[config.mk]
export PLATFORM = sky130hd
export DESIGN_NAME = stair_frame_collector
export DESIGN_NICKNAME = d
export VERILOG_FILES = /design/src/rtl/sfc_pkg.sv /design/src/rtl/sfc_busy_line.sv /design/src/rtl/sfc_frame_seq.sv /design/src/rtl/sfc_pipe.sv /design/src/rtl/sfc_column.sv /design/src/rtl/stair_frame_collector.sv
export SDC_FILE = /design/constraint.sdc
export NUM_CORES = 1
export LEC_CHECK = 0
export ABC_CLOCK_PERIOD_IN_PS = 2600
export BUFFER_PORTS_ARGS = -buffer_cell sky130_fd_sc_hd__buf_4
export CORE_AREA = 4 4 125 127
export CTS_CLUSTER_DIAMETER = 150
export DETAILED_ROUTE_END_ITERATION = 12
export DIE_AREA = 0 0 129 131
export PLACE_DENSITY = 0.76
export SYNTH_ARGS = -nofsm -noshare
export SYNTH_HDL_FRONTEND = slang
export SYNTH_SLANG_ARGS = --single-unit
[constraint.sdc]
create_clock -name clk -period 2.6 [get_ports clk]
set_input_delay 0.13 -clock clk [delete_from_list [all_inputs] [get_ports clk]]
set_output_delay 0.13 -clock clk [all_outputs]
set_load 0.03 [all_outputs]
[src/rtl/sfc_pkg.sv]
package sfc_pkg;

    // Per-column frame sequencer states
    typedef enum logic [1:0] {
        SQ_IDLE     = 2'd0,   // window closed, next active row is 0
        SQ_ROW      = 2'd1,   // inside a frame
        SQ_BOUNDARY = 2'd2    // last row of a frame taken, next is row 0
    } seq_state_t;

endpackage

[src/rtl/sfc_busy_line.sv]
module sfc_busy_line #(
    parameter int DEPTH = 6,
    parameter int FIRST = 3
) (
    input  logic               clk,
    input  logic               rst_n,
    input  logic               busy_i,
    output logic [DEPTH:FIRST] tap_o
);

    // sh[d] holds busy_i delayed by d cycles
    logic [DEPTH:1] sh;

    always_ff @(posedge clk) begin
        if (!rst_n) begin
            sh <= '0;
        end else begin
            sh <= {sh[DEPTH-1:1], busy_i};
        end
    end

    assign tap_o = sh[DEPTH:FIRST];

endmodule

[src/rtl/sfc_frame_seq.sv]
module sfc_frame_seq
    import sfc_pkg::*;
#(
    parameter int K  = 4,
    parameter int RW = $clog2(K)
) (
    input  logic          clk,
    input  logic          rst_n,
    input  logic          en_i,
    output logic [RW-1:0] row_o
);

    localparam logic [RW-1:0] LAST_ROW = RW'(K - 1);

    seq_state_t    state, nxt_state;
    logic [RW-1:0] cnt, nxt_cnt;

    // state register
    always_ff @(posedge clk) begin
        if (!rst_n) begin
            state <= SQ_IDLE;
            cnt   <= '0;
        end else begin
            state <= nxt_state;
            cnt   <= nxt_cnt;
        end
    end

    // transitions
    always_comb begin
        nxt_state = state;
        nxt_cnt   = cnt;
        unique case (state)
            SQ_IDLE: begin
                if (en_i) begin
                    nxt_state = SQ_ROW;          // start
                    nxt_cnt   = RW'(1);
                end else begin
                    nxt_cnt   = '0;
                end
            end
            SQ_ROW: begin
                if (!en_i) begin
                    nxt_state = SQ_IDLE;         // close
                    nxt_cnt   = '0;
                end else if (cnt == LAST_ROW) begin
                    nxt_state = SQ_BOUNDARY;     // wrap
                    nxt_cnt   = '0;
                end else begin
                    nxt_state = SQ_ROW;          // advance
                    nxt_cnt   = cnt + RW'(1);
                end
            end
            SQ_BOUNDARY: begin
                if (!en_i) begin
                    nxt_state = SQ_IDLE;         // close
                    nxt_cnt   = '0;
                end else begin
                    nxt_state = SQ_ROW;          // continue
                    nxt_cnt   = RW'(1);
                end
            end
            default: begin
                nxt_state = SQ_IDLE;
                nxt_cnt   = '0;
            end
        endcase
    end

    // outputs
    always_comb begin
        row_o = '0;
        if (en_i && state == SQ_ROW) begin
            row_o = cnt;
        end
    end

    // after the last row of a frame comes row 0 or the window closes
    p_frame_wrap_r3: assert property (@(posedge clk) disable iff (!rst_n)
        (en_i && row_o == LAST_ROW) |=> (!en_i || row_o == '0));

endmodule

[src/rtl/sfc_pipe.sv]
module sfc_pipe #(
    parameter int W     = 8,
    parameter int DEPTH = 1
) (
    input  logic         clk,
    input  logic         rst_n,
    input  logic [W-1:0] d_i,
    output logic [W-1:0] q_o
);

    logic [W-1:0] stg [DEPTH];

    always_ff @(posedge clk) begin
        if (!rst_n) begin
            for (int i = 0; i < DEPTH; i++) stg[i] <= '0;
        end else begin
            stg[0] <= d_i;
            for (int i = 1; i < DEPTH; i++) stg[i] <= stg[i-1];
        end
    end

    assign q_o = stg[DEPTH-1];

endmodule

[src/rtl/sfc_column.sv]
module sfc_column #(
    parameter int K     = 4,
    parameter int W     = 16,
    parameter int DEPTH = 0,
    parameter int RW    = $clog2(K)
) (
    input  logic           clk,
    input  logic           rst_n,
    input  logic           en_i,
    input  logic [K*W-1:0] pe_col_i,
    output logic [W-1:0]   col_o,
    output logic [RW-1:0]  row_o
);

    localparam int PW = RW + W;

    logic [RW-1:0] smp_row;
    logic [W-1:0]  smp_val;
    logic [PW-1:0] smp_pack, out_pack;

    sfc_frame_seq #(.K(K), .RW(RW)) u_seq (
        .clk   (clk),
        .rst_n (rst_n),
        .en_i  (en_i),
        .row_o (smp_row)
    );

    // pick this column's PE for the row it will present DEPTH cycles later
    always_comb begin
        smp_val = '0;
        if (en_i) begin
            smp_val = pe_col_i[int'(smp_row)*W +: W];
        end
    end

    assign smp_pack = {smp_row, smp_val};

    generate
        if (DEPTH == 0) begin : g_direct
            assign out_pack = smp_pack;
        end else begin : g_skew
            sfc_pipe #(.W(PW), .DEPTH(DEPTH)) u_skew (
                .clk   (clk),
                .rst_n (rst_n),
                .d_i   (smp_pack),
                .q_o   (out_pack)
            );
        end
    endgenerate

    assign row_o = out_pack[PW-1:W];
    assign col_o = out_pack[W-1:0];

endmodule

[src/rtl/stair_frame_collector.sv]
module stair_frame_collector #(
    parameter int K = 4,
    parameter int W = 16
) (
    input  logic                    clk,
    input  logic                    rst_n,
    input  logic                    busy_i,
    input  logic [K*K*W-1:0]        pe_res_i,
    output logic                    clct_valid_o,
    output logic [$clog2(K)-1:0]    row_idx_o,
    output logic [K*W-1:0]          row_data_o
);

    localparam int RW  = $clog2(K);
    localparam int DLY = 2*K - 2;     // busy to collect-valid delay
    localparam int T0  = K - 1;       // delay at which column 0 samples

    logic [DLY:T0]  tap;
    logic [RW-1:0]  row_d [K];

    sfc_busy_line #(.DEPTH(DLY), .FIRST(T0)) u_busy (
        .clk    (clk),
        .rst_n  (rst_n),
        .busy_i (busy_i),
        .tap_o  (tap)
    );

    generate
        for (genvar c = 0; c < K; c++) begin : g_col
            logic [K*W-1:0] pe_col;
            for (genvar r = 0; r < K; r++) begin : g_row
                assign pe_col[r*W +: W] = pe_res_i[(r*K+c)*W +: W];
            end

            sfc_column #(.K(K), .W(W), .DEPTH(K-1-c), .RW(RW)) u_col (
                .clk      (clk),
                .rst_n    (rst_n),
                .en_i     (tap[T0+c]),
                .pe_col_i (pe_col),
                .col_o    (row_data_o[c*W +: W]),
                .row_o    (row_d[c])
            );

            if (c < K-1) begin : g_chk
                // every skewed column presents the same row as the last one
                p_col_agree_r4: assert property (@(posedge clk) disable iff (!rst_n)
                    clct_valid_o |-> (row_d[c] == row_idx_o));
            end
        end
    endgenerate

    assign clct_valid_o = tap[DLY];
    assign row_idx_o    = row_d[K-1];

    // outputs are quiet outside the window
    p_idle_zero_r2: assert property (@(posedge clk) disable iff (!rst_n)
        !clct_valid_o |-> (row_idx_o == '0 && row_data_o == '0));

    // a window opens on row 0
    p_start_row0_r3: assert property (@(posedge clk) disable iff (!rst_n)
        $rose(clct_valid_o) |-> (row_idx_o == '0));

    // rows advance by one with wrap to 0
    p_row_step_r3: assert property (@(posedge clk) disable iff (!rst_n)
        (clct_valid_o && $past(clct_valid_o)) |->
        (row_idx_o == (($past(row_idx_o) == RW'(K-1)) ? '0 : ($past(row_idx_o) + RW'(1)))));

endmodule

==> Yosys cells after proc, flatten, opt, wreduce, memory -nomap -nowiden <==
Memory sizes are Yosys's and may differ from the RTL's.
Index checks and enable logic that the tools add are counted.
{ "totals": {"wordCells": 103, "output_inout_bits": 67, "mem_count": 3, "reg_bits": 22, "input_bits": 259, "latchBits": 0, "ram_bits": 108, "rom_bits": 0} }
{ "op_classes": {"multipliers": 0, "add_sub_neg": 4, "shifts": 4, "n_eq_ne": 16, "muxes": 49, "order_cmp": 0, "reduce_logical": 13, "n_bitwise": 5, "n_div": 0} }
{ "mem_list": {"columns": ["memory", "depth", "word_bits", "rd", "rd_clocked_by_memory_dff", "write_ports", "line", "rtl"], "rows": [
  ["g_col[0].u_col.g_skew.u_skew.stg", 3, 18, 3, 0, 3, "sfc_pipe.sv:11", "logic [W-1:0] stg [DEPTH];"],
  ["g_col[1].u_col.g_skew.u_skew.stg", 2, 18, 2, 0, 2, "sfc_pipe.sv:11", null],
  ["g_col[2].u_col.g_skew.u_skew.stg", 1, 18, 1, 0, 1, "sfc_pipe.sv:11", null]
]} }
{ "op_table": {"columns": ["cell", "n"], "rows": [
  ["64-bit by 7-bit variable part select with 16-bit output", 4],
  ["18-bit 2-to-1 mux", 6],
  ["16-bit 2-to-1 mux", 4],
  ["2-bit 2-to-1 mux", 24],
  ["2-bit one-hot mux with 3 select lines", 4],
  ["18-bit OR reduction", 1],
  ["2-bit == test (second input constant)", 8],
  ["2-bit one-hot mux with 2 select lines", 4],
  ["2-bit by 1-bit adder with 2-bit output (second input constant)", 4],
  ["2-bit by 1-bit == test with 1-bit output (second input constant)", 4],
  ["2-bit zero test", 4],
  ["2-bit != test (second input constant)", 4],
  ["2-bit OR reduction", 4],
  ["1-bit 2-to-1 mux", 7],
  ["1-bit bitwise OR", 5],
  ["1-bit logical AND", 4]
]} }

==> Depth between registers and ports, before layout <==
Gate-level depths: netlist (run 1).
{ "logic_depth": {"ltp_word": 6, "depth_mapped": 5, "depth_no_buf": 3} }

==> Modules after synthesis <==
Synthesis (run 1) repeated with hierarchy kept, for this count alone.
{ "unflattened": {"cells_unflattened": 565, "area_unflattened_um2": 6209.7} }
{ "by_module_without_submodules": {"columns": ["mod", "area_each_um2", "cells_each", "seq_area_each_um2", "instances"], "rows": [
  ["sfc_column", 524.3, 57, 0.0, 4],
  ["sfc_pipe (g_col[0].u_col.g_skew.u_skew)", 1646.6, 131, 1081.0, 1],
  ["sfc_pipe (g_col[1].u_col.g_skew.u_skew)", 1141.1, 93, 720.7, 1],
  ["sfc_frame_seq", 158.9, 15, 80.1, 4],
  ["sfc_pipe (g_col[2].u_col.g_skew.u_skew)", 501.7, 37, 360.3, 1],
  ["sfc_busy_line", 187.7, 16, 120.1, 1]
]} }

==> Worst setup path before layout (run 1) <==
No wires, ideal clock.
{ "synth_timing": {"path_type": "register -> output", "start": "reg u_busy.sh[6] in the netlist's numbering", "end": "out row_data_o[52]", "stages_incl_launch_ff": 5, "t_arrival_ps": 1655, "t_required_ps": 2470, "path_buffers": 1, "slack_ps": 815, "cell_sequence": "dfxtp_1 nand4b_4 buf_6 mux2i_1 o22ai_1"} }
{ "synth_via": {"elab_chain_len": 4} }
{ "synth_lines": {"columns": ["item", "line", "rtl"], "rows": [
  ["start: declaration", "sfc_busy_line.sv:12", "logic [DEPTH:1] sh;"],
  ["start signal: assignment", "sfc_busy_line.sv:18", "sh <= {sh[DEPTH-1:1], busy_i};"],
  ["1-bit logical AND", "sfc_frame_seq.sv:73", "if (en_i && state == SQ_ROW) begin"],
  ["2-bit 2-to-1 mux", "sfc_frame_seq.sv:73", null],
  ["64-bit by 7-bit variable part select with 16-bit output", "sfc_column.sv:32", "smp_val = pe_col_i[int'(smp_row)*W +: W];"],
  ["16-bit 2-to-1 mux (*)", "sfc_column.sv:31", "if (en_i) begin"],
  ["end: declaration", "stair_frame_collector.sv:11", "output logic [K*W-1:0] row_data_o"]
]} }
Every way passes the cells marked *; elsewhere a longest branch is shown, timed or not.

==> results of run 1 <==
[critical path, stage by stage, from the launching register on]
cell and delay (ps):
dfxtp_1 300, buf_4 250, nand4b_4 560, mux2i_1 380, dlygate4sd3_1 590, o22ai_1 80
[synth_stat cells (2+ instances only)]
master    count
buf_2        10
o22ai_2      20
ha_1          4
nand4_1       2
and2_1       62
and2b_2       2
buf_4        39
o21ai_0       8
inv_2         2
a21bo_4       2
nand3_4       2
o211ai_1      4
clkbuf_1      9
o22ai_1      90
and3_1        8
buf_6         9
nand4b_4      4
mux2i_1      78
dfxtp_1     118
[cell type report]
cell class	instances	area (um^2)	area share, %
Sequential cell	118	2360	27.1
Timing Repair Buffer	395	3130	35.8
Clock buffer	21	450	5.17
Tap cell	184	230	2.64
Inverter	3	11.3	0.129
Clock inverter	11	128	1.46
Antenna cell	1	2.50	0.0287
Multi-Input combinational cell	295	2410	27.6
[flip-flops by register name, indices dropped and copies added, names as in the netlist]
register,flops
g_col.u_col.g_skew.u_skew.stg,96
g_col.u_col.u_seq.cnt,8
g_col.u_col.u_seq.state,8
u_busy.sh,6
[metal layers]
layer	share of wire (%)	vias up
met2	53	233
met4	3.1	0
li1	-	2452
met5	0	-
met3	9.2	39
met1	35	2292
[how the worst max path moves through the flow]
stage / startpoint / endpoint / slack [ps] / cells after the start
after CTS: g_col[1].u_col.u_seq.cnt[0]$_SDFF_PN0_ / g_col[1].u_col.g_skew.u_skew.stg[0][13]$_SDFF_PN0_ / 360 / 5
final: g_col[1].u_col.u_seq.cnt[0]$_SDFF_PN0_ / g_col[1].u_col.g_skew.u_skew.stg[0][1]$_SDFF_PN0_ / 310 / 5
after global placement: g_col[3].u_col.u_seq.cnt[0]$_SDFF_PN0_ / row_data_o[48] / 850 / 4
after detailed placement: g_col[3].u_col.u_seq.cnt[0]$_SDFF_PN0_ / row_data_o[59] / 830 / 4
after global routing: g_col[1].u_col.u_seq.cnt[0]$_SDFF_PN0_ / g_col[1].u_col.g_skew.u_skew.stg[0][6]$_SDFF_PN0_ / 220 / 5
after floorplan: u_busy.sh[6]$_SDFF_PN0_ / row_data_o[52] / 820 / 4
[power by group]
group          total [uW]  switching [uW]  leakage [uW]  internal (uW)
Clock                2240             806      0.000273           1430
Combinational         518             151       0.00326            367
Sequential           1830            4.15      0.000952           1820
Total                4580             961       0.00449           3620
[timing repair]
action                    in CTS  in global routing
hold buffers                  64                  0
gates resized for setup        0                  0
hold endpoints to repair      35                  0
[cell families after synthesis]
logic type | count (synthesis) | synth area share, %
adder cells (fa/ha/maj) | 4 | 0.952
buffers and inverters | 70 | 9.30
AND/OR/NAND/NOR | 88 | 12.5
AO/OA/AOI/OAI | 125 | 17.5
multiplexers | 78 | 14.8
flip-flops | 118 | 44.9
[through the flow]
stage	setup WS (ps)	total power, uW	cells	util (%)	hold slack [ps]
2_1_floorplan	815	1980	483	-	257
3_3_place_gp	848	2290	931	52.0	350
3_5_place_dp	834	2300	931	52.0	347
4_1_cts	360	4650	1027	60.4	0.489
5_1_grt	216	4770	1028	60.4	5.18
6_report	310	4580	1028	60.4	19.6
==> reports/metrics.cfg, run 1 <==
[grt]
grt_pass1_vias=5282
busiest_layer=met2
use_met1_pct=19.6
antenna_found_initial=1
gr-usage-met3_pct=7.89
grt_pass1_wl_um=26100
gr-usage-all-layers_pct=20.0
grt_max_degree=36
grtUsageMet2_pct=36.4
grt_overflow=0

[place]
gp_congestion=0.866
portBuffers=325
dpl_cell_area_um2=7500
hpwl_um=12900

[detailed_routing]
drc=0
vias=5016
wl_per_cell_um=17.2
drt_first_iter_violations=148
viasPerCell=4.88
first_pass_iters=4
drtAntennaViolNets=0
wl_um=17700

[power]
power.leakage_uw=0.00449
p_per_area_nw_per_um2=526
ir_drop_uv=387

[timing]
relSlewSlack_pct=56.3
rsz0062_at_grt=no
fin_crit_sh_pct=88.1
worstMarginPinSlew_ps=654
finalSetupTns_ps=0
final-hold-violation-count=0
setup_violations=0
fin_skew_ps=4.80
min_period_ps=2290
slew_viol_final=0
max_freq_ghz=0.437

[critical_path]
critPathArrivalTime_ps=2570
critPathKind=reg2reg
regToRegStartpoint=g_col[1].u_col.u_seq.cnt[0]$_SDFF_PN0_
r2r-end=g_col[1].u_col.g_skew.u_skew.stg[0][1]$_SDFF_PN0_
cp_max_fo=32
cp_data_required_time_ps=2880
end_kind=flop
r2r_setup_slack_ps=310
startpoint_type=flop
ff2ff_path_depth=5

[synthesis]
async_reset_ff_share_pct=0
synth_nets=746
syn-mean-instance-area_um2=10.9
ys_ff_latch=118
synth_top_area_share_pct=44.9
synthesis.area_um2=5260
yosys-top-cells-area=dfxtp_1, mux2i_1, o22ai_1
syn_inst=483
ys_types=29
yosys_warnings=0
synth.largest_area_cell=dfxtp_1
yosysSeqAreaShare_pct=44.9
synth_edf_count=0
ys.flop_type=dfxtp_1

[cts]
htreeDepth=4
clkLatencyLatePin_ps=400
cts_max_path_buffers=2
cts_made_buffers=17
cts_setup_buffers=0
clk_pin_slew_ps=50
tritoncts=built
clock_sinks=118
root_buffer=clkbuf_16

[die]
rows=44
die_w_um=129
start_util_pct=36.5
core_area_um2=14400
top_level_ports=326
die_area_um2=16900
chipHeight_um=131

[flow_run]
max_cap_violations=0

[hold_path]
holdPathStages=3
holdPathEnd=g_col[2].u_col.g_skew.u_skew.stg[0][12]$_SDFF_PN0_
worstHoldStart=pe_res_i[108]
hp-class=in2reg

[cells_and_area]
mostFrequentLayoutCells=buf_4, dfxtp_1, o22ai_1
final_area_um2=8720
num-fill-cells=1187
synthToLayoutAreaGrowth_pct=65.7
final_common_cell=buf_4
drive_gt1_share_pct=46.9
nets=1093

[status]
outcome=finished clean

Power figures use the tool's default switching activity.
==> inputs of run 2 (changes only) <==
CORE_AREA = 2 2 127 129   (was 4 4 125 127)
GPL_TIMING_DRIVEN = 1   (was unset)
PLACE_DENSITY = 0.73   (was 0.76)
==> run 2 against run 1 <==
Critical path depth did not move. Fmax rose by 0.48%. Power barely moved. Worst setup slack better by 11 ps. Wire length is 1.5% lower. Largest cell class unchanged. Clock power is essentially flat. First-iteration DRC count shrank 12%. Critical path type unchanged.
==> reports/metrics.cfg, run 2 (same netlist as run 1, synthesis figures left out) <==
[status]
outcome=finished clean

[hold_path]
hp-class=in2reg
worstHoldStart=pe_res_i[80]
holdPathStages=3
holdPathEnd=g_col[1].u_col.g_skew.u_skew.stg[0][0]$_SDFF_PN0_

[flow_run]
max_cap_violations=0

[cells_and_area]
num-fill-cells=1323
drive_gt1_share_pct=46.5
nets=1104
regMostFlops=g_col.u_col.g_skew.u_skew.stg
antenna_cells=0
reg_top3=g_col.u_col.g_skew.u_skew.stg x96, g_col.u_col.u_seq.cnt x8, g_col.u_col.u_seq.state x8
final_area_um2=8860
mostFrequentLayoutCells=buf_4, dfxtp_1, o22ai_1
largest_reg_flops=96
synthToLayoutAreaGrowth_pct=68.4
final_common_cell=buf_4
final_util_pct=56.8

[detailed_routing]
viasPerCell=4.79
wl_per_cell_um=16.3
first_pass_iters=4
drtAntennaViolNets=0
drt_first_iter_violations=130
wl_um=17400
drc=0
vias=5120

[cts]
cts_setup_buffers=0
cts.repair.resized=0
cts_made_buffers=17
tritoncts=built
clkLatencyLatePin_ps=410
clock_sinks=118
htreeDepth=4
cts_max_path_buffers=2
clk_pin_slew_ps=60
ctsHoldBuffers=72
root_buffer=clkbuf_16

[die]
rows=46
top_level_ports=326
die_area_um2=16900
chipHeight_um=131
core_area_um2=15600
die_w_um=129
start_util_pct=33.7

[critical_path]
worst-path-buf-inv=2
slowest_stage=dlygate4sd3_1
slowest_delay_ps=620
cp_data_required_time_ps=2890
regToRegStartpoint=g_col[1].u_col.u_seq.cnt[0]$_SDFF_PN0_
crit_chain=buf_4 -> nand4b_4 -> mux2i_1 -> dlygate4sd3_1 -> o22ai_2
r2r-end=g_col[1].u_col.g_skew.u_skew.stg[0][5]$_SDFF_PN0_
r2r_setup_slack_ps=320
cp_max_fo=32
critPathLaunch=g_col[1].u_col.u_seq.cnt[0]$_SDFF_PN0_
critPathArrivalTime_ps=2570
crit_family=buffers and inverters
end_kind=flop
startpoint_type=flop
ff2ff_path_depth=5
critPathKind=reg2reg

[timing]
finalSetupTns_ps=0
max_freq_ghz=0.439
final-hold-violation-count=0
min_period_ps=2280
fin_skew_ps=7.47
worstMarginPinSlew_ps=633
relSlewSlack_pct=57.7
fin_crit_sh_pct=87.7
setup_violations=0
rsz0062_at_grt=no
slew_viol_final=0

[power]
switching_power_uw=1040
p_clk_share_pct=48.6
power_frac_comb_pct=11.6
p_per_area_nw_per_um2=518
power.leakage_uw=0.00454
internal-power_uw=3540
seq_power_share_pct=39.8
ir_drop_uv=452
switching_share_pct=22.8

[place]
dpl_cell_area_um2=7540
portBuffers=325
gp_congestion=0.794
hpwl_um=12500

[grt]
grt_pass1_vias=5060
antenna_found_initial=0
grt_overflow=0
gr-usage-all-layers_pct=19.7
grt_pass1_wl_um=25400
grt_max_degree=34

==> run 2: worst register-to-register path, delay by kind of cell, from the launching register on <==
family / cells / cell delay (ps)
buffers and inverters: 2 / 870
and+or+nand+nor: 1 / 540
muxes: 1 / 370
DFF: 1 / 300
AOI/OAI and AO/OA: 1 / 80
==> run 2: worst max path at each step <==
stage	endpoint	slack, ps	depth (start not counted)
after floorplan	row_data_o[52]	820	4
after CTS	g_col[1].u_col.g_skew.u_skew.stg[0][5]$_SDFF_PN0_	400	5
after detailed placement	row_data_o[53]	880	4
after global placement	g_col[0].u_col.g_skew.u_skew.stg[0][5]$_SDFF_PN0_	870	4
after global routing	g_col[1].u_col.g_skew.u_skew.stg[0][11]$_SDFF_PN0_	190	5
final	g_col[1].u_col.g_skew.u_skew.stg[0][5]$_SDFF_PN0_	320	5
==> run 2: final cells by class <==
type,count,area [um^2],area share [%]
clock buffer,18,429,4.85
clock inverter,14,140,1.58
inverter,3,11.3,0.127
multi-input combinational,295,2410,27.2
sequential,118,2360,26.7
tap,216,270,3.05
timing repair buffer,406,3240,36.5
==> run 2: power by group through the flow <==
stage                     clock, uW  sequential (uW)  combinational, uW
after detailed placement          0             1860                438
after CTS                      2290             1820                524
after global placement            0             1860                436
after floorplan                   0             1860                111
after global routing           2370             1820                567
final                          2230             1820                533
==> run 2: stage by stage <==
| step | total power, uW | setup slack [ps] | hold WS [ps] | cells |
|---|---|---|---|---|
| finish | 4580 | 321 | 17.1 | 1070 |
| floorplan | 1980 | 815 | 257 | 483 |
| global route | 4760 | 186 | 2.92 | 1070 |
| CTS | 4630 | 402 | 0.0731 | 1067 |
| global placement | 2300 | 871 | 343 | 963 |
| detailed placement | 2300 | 879 | 348 | 963 |
==> run 2: per-layer routing <==
metal | global-route usage [%] | routed length, um | vias to the layer above | part of all wire [%]
li1 | - | - | 2474 | -
met1 | 18.9 | 6020 | 2358 | 35
met2 | 36.5 | 9190 | 251 | 53
met3 | 7.53 | 1620 | 37 | 9.3
met4 | 10.4 | 588 | 0 | 3.4
met5 | 0 | 0 | - | 0
==> inputs of run 3 (changes only) <==
ABC_CLOCK_PERIOD_IN_PS = 2900   (was 2600)
clock period = 2.9 ns   (was 2.6 ns; I/O delays follow)
==> run 3 against run 2 <==
Cell area fell by 8.1%. Cell count shrank 6.8%. Count of clock-buffer cells in the layout is the same. Clock power is 9% lower. Clock skew is 1.2 ps lower. Worst setup slack improved by 420 ps. Register-to-register slack improved by 540 ps. Sequential power down 9.9%. Sequential share of layout area up 2.3 points. Flip-flop and latch count stayed put. Critical path depth is 1 lower.
==> reports/metrics.cfg, run 3 (same netlist as run 1, synthesis figures left out) <==
[timing]
max_freq_ghz=0.463
worstMarginPinSlew_ps=637
fin_skew_ps=6.24
relSlewSlack_pct=57.5
finalSetupTns_ps=0
final-hold-violation-count=0
worst_slack_ps=738
fin_crit_sh_pct=74.5
setup_violations=0
slew_viol_final=0
min_period_ps=2160
rsz0062_at_grt=no
whs_ps=16.8

[die]
top_level_ports=326
rows=46
die_w_um=129
start_util_pct=33.7
die_area_um2=16900
chipHeight_um=131
core_area_um2=15600

[place]
portBuffers=325
dp_slack_ps=1200
hpwl_um=12800
dpl_cell_area_um2=7530
gp_congestion=0.796

[detailed_routing]
wl_met2_um=8900
wl_um=16700
wl_per_cell_um=16.8
first_pass_iters=6
wl_met1_um=6090
drc=0
vias=4724
drtAntennaViolNets=0
dr_wl_met3_um=1400
drt_first_iter_violations=121
top_layer_used=met4
viasPerCell=4.74

[cts]
clkLatencyLatePin_ps=400
cts_made_buffers=17
tritoncts=built
cts_max_path_buffers=2
cts_setup_buffers=0
clock_sinks=118
htreeDepth=4
root_buffer=clkbuf_16
clk_pin_slew_ps=60

[power]
internal-power_uw=3130
p_clk_share_pct=50.1
switching_share_pct=22.9
switching_power_uw=933
seq_power_share_pct=40.2
total_power_uw=4070
ir_drop_uv=355
power_frac_comb_pct=9.7
power.leakage_uw=0.00423
p_per_area_nw_per_um2=500

[cells_and_area]
mostFrequentLayoutCells=buf_4, dfxtp_1, o22ai_1
num-fill-cells=1452
nets=1031
reg_top3=g_col.u_col.g_skew.u_skew.stg x96, g_col.u_col.u_seq.cnt x8, g_col.u_col.u_seq.state x8
final_area_um2=8140
largest_reg_flops=96
multi_input_area_um2=2410
antenna_cells=0
drive_gt1_share_pct=50.8
synthToLayoutAreaGrowth_pct=54.8
regMostFlops=g_col.u_col.g_skew.u_skew.stg
seqCellArea_um2=2360
final_common_cell=buf_4

[critical_path]
slowest_delay_ps=490
critPathKind=reg2out
cp_data_required_time_ps=2760
crit_chain=nand4b_4 -> mux2i_1 -> o22ai_1 -> buf_4
end_kind=output pin
critPathArrivalTime_ps=2020
cp_max_fo=15
slowest_stage=dfxtp_1
startpoint_type=flop

[flow_run]
max_cap_violations=0

[grt]
grt_max_degree=60
grt_pass1_vias=4591
grt_overflow=0
antenna_found_initial=0
gr-usage-all-layers_pct=18.4
grt_pass1_wl_um=23500

[hold_path]
hp-class=in2reg

[status]
outcome=finished clean

-- run 3: cell types whose count changed in the layout (fill, tap and decap cells not counted) --
| cell | before | now |
|---|---|---|
| clkbuf_8 | 0 | 1 |
| buf_4 | 331 | 330 |
| clkinv_2 | 2 | 1 |
| inv_6 | 6 | 5 |
| clkinvlp_4 | 1 | 3 |
| clkbuf_1 | 1 | 0 |
| dlygate4sd3_1 | 75 | 3 |
-- run 3: final cells by class --
type	instances	area share [%]
repair buffers	333	30.8
multi-input cells	295	29.6
flip-flops and latches	118	29.0
clock buffers	18	5.40
well taps	216	3.32
clock inverters	14	1.74
inverters	3	0.138
-- run 3: routing by layer --
layer | GRT usage [%] | vias up
met5 | 0 | -
met4 | 6.01 | 0
met3 | 6.76 | 20
met2 | 35.4 | 222
met1 | 18.2 | 2161
li1 | - | 2321
-- run 3: worst paths after layout --
check	start	to	slack [ps]	depth (start not counted)
setup / recovery	u_busy.sh[6]$_SDFF_PN0_	row_data_o[58]	740	4
hold reg to reg	g_col[1].u_col.g_skew.u_skew.stg[0][12]$_SDFF_PN0_	g_col[1].u_col.g_skew.u_skew.stg[0][30]$_SDFF_PN0_	420	1
setup reg to reg	g_col[1].u_col.u_seq.state[0]$_SDFFE_PN0P_	g_col[1].u_col.g_skew.u_skew.stg[0][14]$_SDFF_PN0_	860	4
hold / removal	pe_res_i[46]	g_col[2].u_col.g_skew.u_skew.stg[0][14]$_SDFF_PN0_	20	3
-- run 3: power groups by stage --
stage	registers, uW	logic [uW]	clock network (uW)
2_1_floorplan	1670	99.7	0
3_3_place_gp	1670	389	0
3_5_place_dp	1670	392	0
4_1_cts	1640	397	2090
5_1_grt	1640	424	2170
6_report	1640	394	2040
-- run 3: metrics by stage --
step,std cells,util (%)
2_1_floorplan,483,-
3_3_place_gp,962,48.3
3_5_place_dp,962,48.3
4_1_cts,997,52.2
5_1_grt,997,52.2
6_report,997,52.2
-- run 3: timing repair --
action / in CTS / in global routing
gates resized for setup: 0 / 0
endpoints found under the hold margin: 2 / 0
hold buffers: 3 / 0
-- run 3: worst max-delay path, delay by kind of cell (launching register included) --
kind | cells | cell delay, ps
flip-flops | 1 | 490
AO/OA/AOI/OAI | 1 | 300
multiplexers | 1 | 210
buffers and inverters | 1 | 230
AND/OR/NAND/NOR | 1 | 390
